$ cat src/rtl/sonand_pkg.sv
package sonand_pkg;

    typedef enum logic [2:0] {
        ST_IDLE,
        ST_INIT_N,
        ST_INIT_P,
        ST_WRITE,
        ST_PRE,
        ST_ACT,
        ST_APPLY,
        ST_DONE
    } seq_st_e;

    typedef struct packed {
        logic wr;
        logic b;
        logic ev;
        logic a;
    } cmd_t;

    typedef struct packed {
        logic pu;
        logic pd;
        logic a;
        logic wneg;
        logic wpos;
    } drive_t;

endpackage

$ cat src/rtl/sonand_step_timer.sv
module sonand_step_timer #(
    parameter int STEP_CYC = 2
) (
    input  logic clk,
    input  logic rst_n,
    input  logic run,
    output logic last
);
    localparam int CW = (STEP_CYC > 1) ? $clog2(STEP_CYC) : 1;
    localparam logic [CW-1:0] LAST_V = CW'(STEP_CYC - 1);

    logic [CW-1:0] cnt_d, cnt_q;

    assign last = run && (cnt_q == LAST_V);

    always_comb begin
        cnt_d = cnt_q;
        if (!run || last) cnt_d = '0;
        else              cnt_d = cnt_q + 1'b1;
    end

    always_ff @(posedge clk) begin
        if (!rst_n) cnt_q <= '0;
        else        cnt_q <= cnt_d;
    end

    // a step never runs past its programmed length
    p_cnt_range_r2: assert property (@(posedge clk) disable iff (!rst_n)
        cnt_q <= LAST_V);

endmodule

$ cat src/rtl/sonand_cell.sv
module sonand_cell
    import sonand_pkg::*;
(
    input  logic   clk,
    input  logic   por_n,
    input  drive_t drv,
    output logic   stored,
    output logic   node,
    output logic   ready
);
    typedef struct packed {
        logic stored;
        logic node;
        logic seen;
        logic last_neg;
        logic ready;
    } cell_t;

    cell_t c_d, c_q;

    always_comb begin
        c_d = c_q;
        if (drv.wneg || drv.wpos) begin
            c_d.stored   = drv.wneg;
            if (c_q.seen && (c_q.last_neg != drv.wneg)) c_d.ready = 1'b1;
            c_d.seen     = 1'b1;
            c_d.last_neg = drv.wneg;
        end
        if (drv.pu && !drv.pd)
            c_d.node = 1'b1;
        else if (!drv.pu && drv.pd && drv.a && c_q.stored)
            c_d.node = 1'b0;
    end

    always_ff @(posedge clk) begin
        if (!por_n) c_q <= '0;
        else        c_q <= c_d;
    end

    assign stored = c_q.stored;
    assign node   = c_q.node;
    assign ready  = c_q.ready;

    // both write polarities at once is illegal
    p_pulse_excl_r4: assert property (@(posedge clk) disable iff (!por_n)
        !(drv.wneg && drv.wpos));
    // the node discharges only through a conducting device
    p_node_fall_r6: assert property (@(posedge clk) disable iff (!por_n)
        ($fell(c_q.node)) |-> $past(drv.pd && !drv.pu && drv.a && c_q.stored));
    // the stored bit moves only under a write pulse
    p_stored_hold_r8: assert property (@(posedge clk) disable iff (!por_n)
        (c_q.stored != $past(c_q.stored)) |-> $past(drv.wneg || drv.wpos));

endmodule

$ cat src/rtl/sonand_ctrl.sv
module sonand_ctrl
    import sonand_pkg::*;
(
    input  logic   clk,
    input  logic   rst_n,
    input  logic   cmd_valid,
    input  cmd_t   cmd_in,
    input  logic   cell_ready,
    input  logic   cell_node,
    input  logic   step_last,
    output logic   step_run,
    output drive_t drv,
    output logic   busy,
    output logic   res_valid,
    output logic   res_data
);
    typedef struct packed {
        seq_st_e st;
        logic    pend;
        cmd_t    cmd;
    } ctl_t;

    ctl_t s_d, s_q;
    logic accept;
    cmd_t cur;

    always_comb begin
        s_d    = s_q;
        accept = cmd_valid && (cmd_in.wr || cmd_in.ev) && !s_q.pend;
        cur    = s_q.pend ? s_q.cmd : cmd_in;
        if (accept) begin
            s_d.pend = 1'b1;
            s_d.cmd  = cmd_in;
        end
        case (s_q.st)
            ST_IDLE: begin
                if (!cell_ready)               s_d.st = ST_INIT_N;
                else if (s_q.pend || accept)   s_d.st = cur.wr ? ST_WRITE : ST_PRE;
            end
            ST_INIT_N: if (step_last) s_d.st = ST_INIT_P;
            ST_INIT_P: if (step_last) s_d.st = ST_IDLE;
            ST_WRITE:  if (step_last) s_d.st = s_q.cmd.ev ? ST_PRE : ST_DONE;
            ST_PRE:    if (step_last) s_d.st = ST_ACT;
            ST_ACT:    if (step_last) s_d.st = ST_APPLY;
            ST_APPLY:  if (step_last) s_d.st = ST_DONE;
            ST_DONE: begin
                s_d.st   = ST_IDLE;
                s_d.pend = 1'b0;
            end
            default:   s_d.st = ST_IDLE;
        endcase
    end

    always_comb begin
        drv = '0;
        case (s_q.st)
            ST_INIT_N: drv.wneg = 1'b1;
            ST_INIT_P: drv.wpos = 1'b1;
            ST_WRITE: begin
                drv.wneg = s_q.cmd.b;
                drv.wpos = !s_q.cmd.b;
            end
            ST_PRE:    drv.pu = 1'b1;
            ST_ACT:    drv.pd = 1'b1;
            ST_APPLY: begin
                drv.pd = 1'b1;
                drv.a  = s_q.cmd.a;
            end
            default: ;
        endcase
    end

    assign step_run  = (s_q.st != ST_IDLE) && (s_q.st != ST_DONE);
    assign busy      = s_q.pend;
    assign res_valid = (s_q.st == ST_DONE) && s_q.cmd.ev;
    assign res_data  = res_valid && cell_node;

    always_ff @(posedge clk) begin
        if (!rst_n) begin
            s_q.st   <= ST_IDLE;
            s_q.pend <= 1'b0;
            s_q.cmd  <= '0;
        end else begin
            s_q <= s_d;
        end
    end

    // a result is only reported inside a busy window
    p_res_in_busy_r7: assert property (@(posedge clk) disable iff (!rst_n)
        res_valid |-> busy);
    // operand A reaches the gate only while the device is activated
    p_gate_active_r11: assert property (@(posedge clk) disable iff (!rst_n)
        drv.a |-> (drv.pd && !drv.pu));
    // no command step starts on an unconditioned device
    p_start_ready_r9: assert property (@(posedge clk) disable iff (!rst_n)
        ((s_q.st == ST_PRE || s_q.st == ST_WRITE) && $past(s_q.st) == ST_IDLE)
            |-> $past(cell_ready));
    // activation always follows a precharge
    p_pre_then_act_r2: assert property (@(posedge clk) disable iff (!rst_n)
        $rose(s_q.st == ST_ACT) |-> $past(s_q.st) == ST_PRE);

endmodule

$ cat src/rtl/sonand_seq.sv
module sonand_seq
    import sonand_pkg::*;
#(
    parameter int STEP_CYC = 2
) (
    input  logic clk,
    input  logic por_n,
    input  logic rst_n,
    input  logic cmd_valid,
    input  logic cmd_wr,
    input  logic cmd_b,
    input  logic cmd_ev,
    input  logic cmd_a,
    output logic busy,
    output logic res_valid,
    output logic res_data,
    output logic drv_pu,
    output logic drv_pd,
    output logic drv_a,
    output logic drv_wneg,
    output logic drv_wpos
);
    cmd_t   cmd_in;
    drive_t drv;
    logic   ctl_rst_n;
    logic   step_run, step_last;
    logic   cell_stored, cell_node, cell_ready;

    assign cmd_in    = '{wr: cmd_wr, b: cmd_b, ev: cmd_ev, a: cmd_a};
    assign ctl_rst_n = rst_n && por_n;

    sonand_step_timer #(.STEP_CYC(STEP_CYC)) u_timer (
        .clk   (clk),
        .rst_n (ctl_rst_n),
        .run   (step_run),
        .last  (step_last)
    );

    sonand_ctrl u_ctrl (
        .clk        (clk),
        .rst_n      (ctl_rst_n),
        .cmd_valid  (cmd_valid),
        .cmd_in     (cmd_in),
        .cell_ready (cell_ready),
        .cell_node  (cell_node),
        .step_last  (step_last),
        .step_run   (step_run),
        .drv        (drv),
        .busy       (busy),
        .res_valid  (res_valid),
        .res_data   (res_data)
    );

    sonand_cell u_cell (
        .clk    (clk),
        .por_n  (por_n),
        .drv    (drv),
        .stored (cell_stored),
        .node   (cell_node),
        .ready  (cell_ready)
    );

    assign drv_pu   = drv.pu;
    assign drv_pd   = drv.pd;
    assign drv_a    = drv.a;
    assign drv_wneg = drv.wneg;
    assign drv_wpos = drv.wpos;

    // a strobed result is the NAND of the applied and stored operands
    p_nand_r1: assert property (@(posedge clk) disable iff (!ctl_rst_n)
        (res_valid && !res_data) |-> cell_stored);

endmodule

$ cat config.mk
export PLATFORM = sky130hd
export DESIGN_NAME = sonand_seq
export DESIGN_NICKNAME = d
export VERILOG_FILES = /design/src/rtl/sonand_pkg.sv /design/src/rtl/sonand_step_timer.sv /design/src/rtl/sonand_cell.sv /design/src/rtl/sonand_ctrl.sv /design/src/rtl/sonand_seq.sv
export SDC_FILE = /design/constraint.sdc
export NUM_CORES = 1
export LEC_CHECK = 0
export ABC_AREA = 1
export BUFFER_PORTS_ARGS = -buffer_cell sky130_fd_sc_hd__buf_2
export CAP_MARGIN = 20
export CELL_PAD_IN_SITES_DETAIL_PLACEMENT = 1
export CELL_PAD_IN_SITES_GLOBAL_PLACEMENT = 1
export CORE_AREA = 2 2 46 48
export DETAILED_ROUTE_END_ITERATION = 16
export DIE_AREA = 0 0 48 50
export PLACE_DENSITY = 0.87
export SLEW_MARGIN = 10
export SYNTH_ARGS = -nofsm -noshare
export SYNTH_HDL_FRONTEND = slang
export SYNTH_SLANG_ARGS = --single-unit
$ cat constraint.sdc
create_clock -name clk -period 1.77 [get_ports clk]
set_input_delay 0.2655 -clock clk [delete_from_list [all_inputs] [get_ports clk]]
set_output_delay 0.2655 -clock clk [all_outputs]
set_load 0.03 [all_outputs]
# After elaboration in Yosys (flattened, before gate mapping)
# Cells that the tools add are included.
[word_totals]
input_bits = 8
wordCells = 77
output_inout_bits = 8
reg_bits = 13
[classes]
n_reduce_logical = 29
n_bitwise = 1
add_sub_neg = 1
muxes = 19
n_eq_ne = 16
[op_table]
columns = ["cell", "n"]
rows = [
  ["$mux 3", 9],
  ["$pmux 3 s8", 1],
  ["$eq 3x3->1 const B", 4],
  ["$logic_and 1x1->1", 12],
  ["$ne 2x2->1 const B", 6],
  ["$reduce_and 7->1", 1],
  ["$eq 3x2->1 const B", 2],
  ["$ne 3x3->1 const B", 2],
  ["$reduce_or 2->1", 3],
  ["$logic_not 1->1", 5],
  ["$mux 1", 5],
  ["$logic_or 1x1->1", 4],
  ["$mux 4", 1],
  ["$pmux 1 s2", 2],
  ["$eq 3x1->1 const B", 1],
  ["$logic_not 3->1", 1],
  ["$reduce_bool 3->1", 1],
  ["$mux 2", 1],
  ["$reduce_and 2->1", 1],
  ["$reduce_bool 2->1", 1],
  ["$add 1x1->1 const B", 1],
  ["$ne 1x1->1", 1],
  ["$not 1->1", 1],
]

# Logic depth before layout (Yosys ltp)
# Gate-level depths: netlist (run 1).
[logic_depth]
depth_word = 8
mapped_depth = 8
mapped_depth_nobuf = 8

# Hierarchy
# A second synthesis (run 1) with hierarchy kept.
[unflattened]
cells_unflattened = 117
area_unflattened_um2 = 725.7
[by_module_without_submodules]
columns = ["module", "n_inst", "area_each_um2", "cells_per_inst", "seq_area_each_um2"]
rows = [
  ["sonand_ctrl", 1, 509.2, 85, 160.2],
  ["sonand_cell", 1, 171.4, 25, 80.1],
  ["sonand_step_timer", 1, 37.5, 5, 20.0],
  ["sonand_seq", 1, 7.5, 2, 0.0],
]

# Worst setup path after synthesis (run 1)
# OpenSTA, ideal clock, no wires.
[synth_path]
path_type = "register -> output"
startpoint = "register u_ctrl.s_q[5] (netlist bit)"
endpoint = "output port res_data"
slack_ns = 0.207
stages_incl_launch_ff = 3
t_arrival_ns = 1.297
path_cell_list = "dfxtp_1 > nand3_2 > nor3b_1"
[synth_between]
elab_chain_len = 3
[synth_lines]
columns = ["item", "line", "source"]
rows = [
  ["start: declaration", "sonand_ctrl.sv:23", "ctl_t s_d, s_q;"],
  ["$eq 3x3->1", "sonand_ctrl.sv:75", "assign res_valid = (s_q.st == ST_DONE) && s_q.cmd.ev;"],
  ["$logic_and 1x1->1", "sonand_ctrl.sv:75", ""],
  ["$logic_and 1x1->1", "sonand_ctrl.sv:76", "assign res_data = res_valid && cell_node;"],
  ["end: declaration", "sonand_seq.sv:16", "output logic res_data,"],
]
# Every way passes these cells.

# Final worst setup path (run 1)
# Same ends and word-level chain as after synthesis.

==> results.json, run 1 <==
{
  "cts.repair.resized": 0,
  "post_drt_wl_per_cell_um": 11.8,
  "layout.cells.most_common": "nand2_1",
  "min_path_type": "in2reg",
  "critical_path.endpoint_type": "output port",
  "cts-hold-fix-buffers": 0,
  "min_path_cells": 3,
  "timing_worst_slew_pin_value_ns": 0.378,
  "setup_slack_ns": 0.149,
  "via_per_inst": 4.67,
  "report.final.slew_viol_count": 0,
  "cp_cell_sequence": "nand3_2, nor3b_1, buf_2",
  "grt_start_max_net_pins": 10,
  "floorplan.initialDensity_pct": 34.7,
  "fp.dieArea_mm2": 0.00240,
  "arrival_ns": 1.36,
  "grt_usage_pct": 17.6,
  "weighted_congestion_at_the_end_of_routability_driven_global_placement": 0.820,
  "unrepaired_setup_endpoints_after_global_routing": "no",
  "die_h_um": 50,
  "postLayoutCoreUtil_pct": 41.8,
  "numCtsBuffers": 3,
  "cts_num_sinks": 13,
  "fin_skew_ns": 0.000596,
  "drv.max_cap_violation_count": 0,
  "r2r_setup_slack_ns": 0.53,
  "first_global_vias": 724,
  "cts_buffer_depth": 2,
  "ys_types": 15,
  "fin_nets": 134,
  "grt_remaining_overflow": 0,
  "yosys_warnings": 0,
  "clk_latency_ns": 0.27,
  "hp-start": "cmd_ev",
  "cts.clk_slew.worst_paths_ns": 0.07,
  "finalCriticalPeriod_ns": 1.62,
  "critical_path.startpoint_type": "flip-flop",
  "first_pass_iters": 4,
  "end_of_the_worst_register_to_register_path": "u_ctrl.s_q[5]",
  "achievable-frequency_mhz": 617,
  "r2r-start": "u_ctrl.s_q[6]",
  "run_status": "finished clean",
  "power_per_cell_area_mw_per_mm2": 1080,
  "setup-violations-final": 0,
  "report.final.hold_viol_count": 0,
  "synth_cells": 106,
  "synth.cell_area_um2": 659,
  "number_of_antenna_violations_at_the_first_check_in_global_routing": 0,
  "max-vdd-ir-drop_mv": 0.481,
  "mappedNetlistNets": 114,
  "synthesis.area_per_instance_um2": 6.22,
  "timing_worst_setup_path_type": "reg2out",
  "postRouteAntennaNets": 0,
  "cts_htree_levels": 1,
  "dpl.hpwl_mm": 1.44,
  "min_to": "u_ctrl.s_q[1]",
  "yosysSeqAreaShare_pct": 39.5,
  "insertedDiodeCount": 0,
  "place.port_buffers": 15,
  "max-slew-margin-rel_pct": 74.6,
  "via_total_after_detailed_routing": 710,
  "final_layout_size_suffix_gt1_share_pct": 20.0,
  "clock_tree.root_cell": "clkbuf_4",
  "worst-r2r-cell-count": 8,
  "drc_errors": 0,
  "ioPinCount": 16,
  "tritoncts": "done",
  "setup_tns_ns": 0,
  "layout.cells.most_common_list": "nand2_1, nor2_1, buf_2",
  "ys_seq_elements": 13,
  "design.core.area_mm2": 0.00190,
  "postCtsSetupRepairBufs": 0,
  "critical-path-max-stage-delay_ns": 0.46,
  "worst_path_max_delay_cell": "dfxtp_1",
  "drt-initial-drc-count": 8,
  "place_ws_ns": 0.445,
  "leakage_nw": 0.402,
  "area_delta_synth_final_pct": 20.5,
  "fp.dieW_um": 48,
  "placement_rows": 16,
  "required_ns": 1.50,
  "crit_fanout": 7,
  "detail_route.wirelength_mm": 1.79,
  "grt_pass1_wl_mm": 3.15,
  "post-route-period-util_pct": 91.6
}
-- sequential cells by signal, indices dropped and copies added, names as in the netlist --
signal	flops
u_cell.c_q	1
u_cell.node	1
u_cell.ready	1
u_cell.stored	1
u_ctrl.busy	1
u_ctrl.s_q	7
u_timer.cnt_q	1
-- through the flow --
step,power (mW),hold slack [ns],area (um2),cells
3_3_place_gp,0.671,0.448,768,148
5_1_grt,0.932,0.251,795,152
4_1_cts,0.867,0.246,795,152
2_1_floorplan,0.604,0.409,659,106
3_5_place_dp,0.685,0.457,768,148
6_report,0.858,0.249,795,152
-- cells by family after synthesis --
family | share of synthesized area (%)
simple gates | 42.9
buf+inv | 8.54
flops | 39.5
compound gates | 9.11
-- report_power, final --
group	internal [mW]	switching [mW]	total, mW
Sequential	0.331	0.0390	0.370
Combinational	0.101	0.209	0.309
Clock	0.0873	0.0915	0.179
-- cells in the mapped netlist, drive strengths merged --
cell type	number	area share [%]
dfxtp	13	39
nand3b	1	1.1
nor3b	1	1.1
and3	1	1.1
inv	15	8.5
nor3	1	0.76
a21oi	8	6.1
nor2	18	11
nand3	6	5.3
o21ai	4	3.0
nand2	38	22
-- worst max-delay path: cells and delay by family, from the launching register on --
kind | cells | cell delay (ns)
simple gates | 2 | 0.39
buf+inv | 1 | 0.23
flops | 1 | 0.46
-- routing by layer --
| metal | vias up | track usage (%) | wire, um |
|---|---|---|---|
| met5 | - | 0 | 0 |
| met4 | 0 | 7.21 | 24 |
| met3 | 5 | 1.83 | 60 |
| met2 | 15 | 28.2 | 919 |
| met1 | 324 | 23.0 | 789 |
| li1 | 366 | - | - |
-- cell type report --
class / instances / area [um2]
timing repair buffer: 15 / 75.1
multi-input combinational: 78 / 343
clock buffer: 4 / 26.3
fill: 273 / 1110
tap: 27 / 33.8
sequential: 13 / 260
inverter: 15 / 56.3
-- how the worst max path moves through the flow --
stage,startpoint,end,slack (ns),depth (start not counted)
final,u_ctrl.s_q[5],res_data,0.15,3
after global routing,u_ctrl.s_q[6],drv_wneg,0.01,6
after CTS,u_ctrl.s_q[5],res_data,0.15,3
after detailed placement,u_ctrl.s_q[5],res_data,0.44,3
after global placement,u_ctrl.s_q[6],drv_wneg,0.52,6
after floorplan,u_ctrl.s_q[5],res_data,0.21,2
No activity file was read; power rests on OpenSTA's default activity.
==> inputs of run 2 (changes only) <==
Settings changed: CORE_AREA 2 2 46 48 to 2 2 53 55, DIE_AREA 0 0 48 50 to 0 0 55 57, PLACE_DENSITY 0.87 to 0.74, SYNTH_HIERARCHICAL from default to 1.
==> results.json, run 2 <==
{
  "ys_seq_elements": 13,
  "leakage_nw": 0.411,
  "setup_tns_ns": 0,
  "combinational_family_with_the_most_area_after_synthesis": "simple AND/OR/NAND/NOR gates",
  "drc_errors": 0,
  "dpl.cell_count": 163,
  "post-route-period-util_pct": 94.0,
  "tritoncts": "done",
  "power_per_cell_area_mw_per_mm2": 1280,
  "p_int_mw": 0.617,
  "yosys-top-cells-count": "nand2_1, inv_1, nor2_1",
  "min_path_type": "in2reg",
  "die_h_um": 57,
  "synthesis.area_per_instance_um2": 6.20,
  "via_per_inst": 4.49,
  "synth.area.mux_share_pct": 0,
  "via_total_after_detailed_routing": 750,
  "yosys.cell_count.top_type": "nand2_1",
  "cts-hold-fix-buffers": 0,
  "number_of_antenna_violations_at_the_first_check_in_global_routing": 0,
  "synthSimpleGateAreaFrac_pct": 37.8,
  "critical_path.endpoint_type": "output port",
  "placement_rows": 19,
  "yosys_warnings": 6,
  "report.final.hold_viol_count": 0,
  "first_pass_iters": 3,
  "fp.dieW_um": 55,
  "yosysSeqAreaShare_pct": 35.9,
  "critical_path.startpoint_type": "flip-flop",
  "layout.cells.most_common_list": "nand2_1, inv_1, nor2_1",
  "numCtsBuffers": 3,
  "synthXorXnorAreaFrac_pct": 0,
  "run_status": "finished clean",
  "grt_remaining_overflow": 0,
  "cts_htree_levels": 1,
  "cts_buffer_depth": 2,
  "fp.dieArea_mm2": 0.00314,
  "drv.max_cap_violation_count": 0,
  "ioPinCount": 16,
  "fin_nets": 145,
  "setup-violations-final": 0,
  "ys_dominant_reg_cell": "dfxtp_1",
  "p_sw_mw": 0.511,
  "clk_latency_ns": 0.27,
  "biggestRegsByFlops": "u_ctrl/s_q (7), u_cell/c_q (2)",
  "crit_fanout": 7,
  "postSynth.asyncResetShare_pct": 0,
  "first_global_vias": 774,
  "yosysTopAreaCell": "dfxtp_1",
  "cts_num_sinks": 13,
  "layout.cells.most_common": "nand2_1",
  "place.port_buffers": 15,
  "drt-initial-drc-count": 11,
  "registers.top_by_ff_count": "u_ctrl/s_q",
  "achievable-frequency_mhz": 601,
  "cts.clk_slew.worst_paths_ns": 0.08,
  "unrepaired_setup_endpoints_after_global_routing": "no",
  "arrival_ns": 1.40,
  "max-vdd-ir-drop_mv": 0.506,
  "sequentialPowerShare_pct": 37.4,
  "required_ns": 1.50,
  "finalCriticalPeriod_ns": 1.66,
  "ys_types": 21,
  "weighted_congestion_at_the_end_of_routability_driven_global_placement": 0.890,
  "synth.top_cell.area_share_pct": 35.9,
  "post_layout_nonfiller_instances": 167,
  "mappedNetlistNets": 125,
  "report.final.slew_viol_count": 0,
  "largest_register_ffs": 7,
  "timing_worst_slew_pin_value_ns": 0.267,
  "final_layout_size_suffix_gt1_share_pct": 27.2,
  "clock_tree.root_cell": "clkbuf_4",
  "cts.repair.resized": 2,
  "p_clk_share_pct": 16.2,
  "dpl.hpwl_mm": 1.54,
  "post-layout-total-power_mw": 1.13,
  "max-slew-margin-rel_pct": 82.2,
  "synth_area_leaders": "dfxtp_1, nand2_1, inv_1",
  "postCtsSetupRepairBufs": 0,
  "synth-adder-area-share_pct": 0,
  "grt_pass1_wl_mm": 3.39,
  "synth_cells": 117,
  "synth-compound-area-share_pct": 13.8,
  "timing_worst_setup_path_type": "reg2out",
  "p_comb_share_pct": 46.4,
  "grt_usage_pct": 15.0,
  "post_drt_wl_per_cell_um": 11.6,
  "floorplan.initialDensity_pct": 27.8,
  "insertedDiodeCount": 0,
  "grt_start_max_net_pins": 8,
  "design.core.area_mm2": 0.00262,
  "switching_share_pct": 45.3,
  "fin_skew_ns": 0.00753,
  "synth.cell_area_um2": 726,
  "postRouteAntennaNets": 0,
  "area_delta_synth_final_pct": 21.6,
  "detail_route.wirelength_mm": 1.93,
  "number_of_synthesized_flops_with_an_enable_pin": 0
}
run 2: cell type report:
type                    instances  area (um2)
clock buffers                   4        26.3
well taps                      31        38.8
inverters                      24        91.3
flip-flops and latches         13         264
fillers                       360        1730
multi-input cells              80         384
repair buffers                 15        77.6
run 2: through the flow:
step / worst slack (ns) / cell area, um2 / utilization, % / hold slack (ns)
5_1_grt: 0.00479 / 882 / 33.7 / 0.243
4_1_cts: 0.00171 / 873 / 33.4 / 0.239
3_5_place_dp: 0.250 / 845 / 32.3 / 0.431
6_report: 0.106 / 882 / 33.7 / 0.247
2_1_floorplan: 0.000990 / 731 / - / 0.401
3_3_place_gp: 0.262 / 845 / 32.3 / 0.426
run 2: kinds of logic (layout without fill, tap and decap cells):
family / count (synthesis) / in the layout
simple gates: 62 / 62
buf+inv: 24 / 43
compound gates: 18 / 18
flops: 13 / 13
run 2: final timing paths:
check                                      to  cells past startpoint          start  slack [ns]
worst max-delay path                 res_data                      5  u_ctrl/s_q[6]        0.11
worst min-delay path              u_cell/node                      3          por_n        0.25
worst max register to register  u_ctrl/s_q[7]                     12  u_ctrl/s_q[7]        0.27
worst min register to register  u_timer/cnt_q                      1  u_timer/cnt_q        0.44
run 2: worst max-delay path, stage by stage, from the launching register on:
cell      delay, ns
dfxtp_2        0.42
nand2_2        0.09
clkinv_2       0.08
nand2_2        0.10
nor3b_1        0.23
buf_4          0.20
run 2: power by group through the flow:
| stage | registers (mW) | logic, mW | clock network [mW] |
|---|---|---|---|
| floorplan | 0.406 | 0.409 | 0 |
| global route | 0.429 | 0.600 | 0.212 |
| CTS | 0.419 | 0.523 | 0.194 |
| finish | 0.422 | 0.524 | 0.183 |
| detailed placement | 0.423 | 0.515 | 0 |
| global placement | 0.420 | 0.498 | 0 |
run 2: per-layer routing:
| layer | vias to the layer above | GRT usage, % | share of wire (%) |
|---|---|---|---|
| met3 | 2 | 3.40 | 3.9 |
| met4 | 0 | 5.23 | 0.83 |
| met5 | - | 0 | 0 |
| met1 | 339 | 20.1 | 46 |
| li1 | 397 | - | - |
| met2 | 12 | 23.5 | 49 |
==> inputs of run 3 (changes only) <==
Settings changed: CORE_AREA 2 2 53 55 to 3 3 54 56, DIE_AREA 0 0 55 57 to 0 0 57 59.
==> results.json, run 3 (synthesis results as in run 2) <==
{
  "achievable-frequency_mhz": 587,
  "biggestRegsByFlops": "u_ctrl/s_q (7), u_cell/c_q (2)",
  "drc_errors": 0,
  "timing_worst_setup_path_type": "reg2out",
  "r2r-start": "u_ctrl/s_q[7]",
  "timing_worst_slew_pin_value_ns": 0.279,
  "place.port_buffers": 15,
  "cts.clk_slew.worst_paths_ns": 0.08,
  "area_delta_synth_final_pct": 21.9,
  "setup_tns_ns": 0,
  "clk_latency_ns": 0.27,
  "critical_path.startpoint_type": "flip-flop",
  "required_ns": 1.50,
  "design.core.area_mm2": 0.00248,
  "hp-start": "cmd_ev",
  "p_comb_share_pct": 47.5,
  "cts_buffer_depth": 2,
  "fin_skew_ns": 0.000924,
  "grt_start_max_net_pins": 8,
  "tritoncts": "done",
  "ioPinCount": 16,
  "min_to": "u_ctrl/s_q[1]",
  "first_global_vias": 714,
  "via_per_inst": 4.45,
  "min_path_type": "in2reg",
  "power_per_cell_area_mw_per_mm2": 1290,
  "p_clk_share_pct": 16.5,
  "fp.dieArea_mm2": 0.00336,
  "fp.dieW_um": 57,
  "layout.cells.most_common": "nand2_1",
  "number_of_antenna_violations_at_the_first_check_in_global_routing": 0,
  "switching_share_pct": 45.2,
  "placement_rows": 18,
  "cts-hold-fix-buffers": 0,
  "post-route-period-util_pct": 96.2,
  "setup-violations-final": 0,
  "first_pass_iters": 5,
  "p_sw_mw": 0.515,
  "dpl.hpwl_mm": 1.55,
  "die_h_um": 59,
  "clock_tree.root_cell": "clkbuf_4",
  "unrepaired_setup_endpoints_after_global_routing": "no",
  "detail_route.wirelength_mm": 1.88,
  "leakage_nw": 0.416,
  "fin_nets": 146,
  "layout.cells.most_common_list": "nand2_1, inv_1, nor2_1",
  "max-slew-margin-rel_pct": 81.2,
  "cts_num_sinks": 13,
  "report.final.hold_viol_count": 0,
  "grt_remaining_overflow": 0,
  "sequentialPowerShare_pct": 36.0,
  "largest_register_ffs": 7,
  "r2r_setup_slack_ns": 0.26,
  "grt_pass1_wl_mm": 3.27,
  "floorplan.initialDensity_pct": 29.3,
  "report.final.slew_viol_count": 0,
  "cts.repair.resized": 1,
  "crit_fanout": 4,
  "post_drt_wl_per_cell_um": 11.3,
  "postCtsSetupRepairBufs": 0,
  "postLayoutCoreUtil_pct": 35.7,
  "drt-initial-drc-count": 14,
  "drv.max_cap_violation_count": 0,
  "max-vdd-ir-drop_mv": 0.470,
  "critical_path.endpoint_type": "output port",
  "final_layout_size_suffix_gt1_share_pct": 27.0,
  "weighted_congestion_at_the_end_of_routability_driven_global_placement": 0.868,
  "run_status": "finished clean",
  "end_of_the_worst_register_to_register_path": "u_ctrl/s_q[7]",
  "finalCriticalPeriod_ns": 1.70,
  "postRouteAntennaNets": 0,
  "cts_htree_levels": 1,
  "numCtsBuffers": 3,
  "p_int_mw": 0.624,
  "registers.top_by_ff_count": "u_ctrl/s_q",
  "grt_usage_pct": 13.0,
  "worst-r2r-cell-count": 11,
  "arrival_ns": 1.44,
  "insertedDiodeCount": 0,
  "via_total_after_detailed_routing": 743,
  "min_path_cells": 3
}
run 3: worst max-delay path, stage by stage, from the launching register on:
cell     delay, ns
dfxtp_1       0.35
buf_4         0.16
inv_2         0.06
nand2_1       0.09
nor3_1        0.25
buf_2         0.26
run 3: power by group through the flow:
stage	Combinational (mW)	Clock, mW	Sequential [mW]
detailed placement	0.540	0	0.414
finish	0.541	0.188	0.410
CTS	0.545	0.197	0.407
global placement	0.520	0	0.410
floorplan	0.409	0	0.406
global route	0.629	0.219	0.417
run 3: area by class of cell:
| type | count | area [um2] |
|---|---|---|
| Multi-Input combinational cell | 80 | 384 |
| Tap cell | 30 | 37.5 |
| Inverter | 24 | 91.3 |
| Fill cell | 348 | 1590 |
| Clock buffer | 4 | 26.3 |
| Timing Repair Buffer | 16 | 82.6 |
| Sequential cell | 13 | 263 |
run 3: worst max path at each step:
| stage | start | endpoint | slack [ns] |
|---|---|---|---|
| after CTS | u_ctrl/s_q[6] | res_data | 0.04 |
| after floorplan | u_ctrl/s_q[7] | u_cell/node | 0.001 |
| after global placement | u_ctrl/s_q[7] | u_ctrl/s_q[7] | 0.28 |
| after global routing | u_ctrl/s_q[5] | drv_a | 0.006 |
| final | u_ctrl/s_q[5] | drv_a | 0.07 |
| after detailed placement | u_ctrl/s_q[7] | u_ctrl/s_q[7] | 0.18 |
run 3: metal layers:
layer  vias up  wire (um)  GRT usage [%]
met5         -          0              0
met4         0         19           6.95
met3         2         77           2.83
met2        14        822           20.1
met1       332        960           17.1
li1        395          -              -
run 3: through the flow:
stage | cell area [um2] | worst slack, ns | power, mW | std cells | hold WS, ns
floorplan | 731 | 0.000990 | 0.816 | 117 | 0.401
global placement | 851 | 0.279 | 0.930 | 163 | 0.421
detailed placement | 851 | 0.183 | 0.953 | 163 | 0.431
CTS | 882 | 0.0360 | 1.15 | 167 | 0.233
global route | 885 | 0.00613 | 1.27 | 167 | 0.234
finish | 885 | 0.0667 | 1.14 | 167 | 0.239
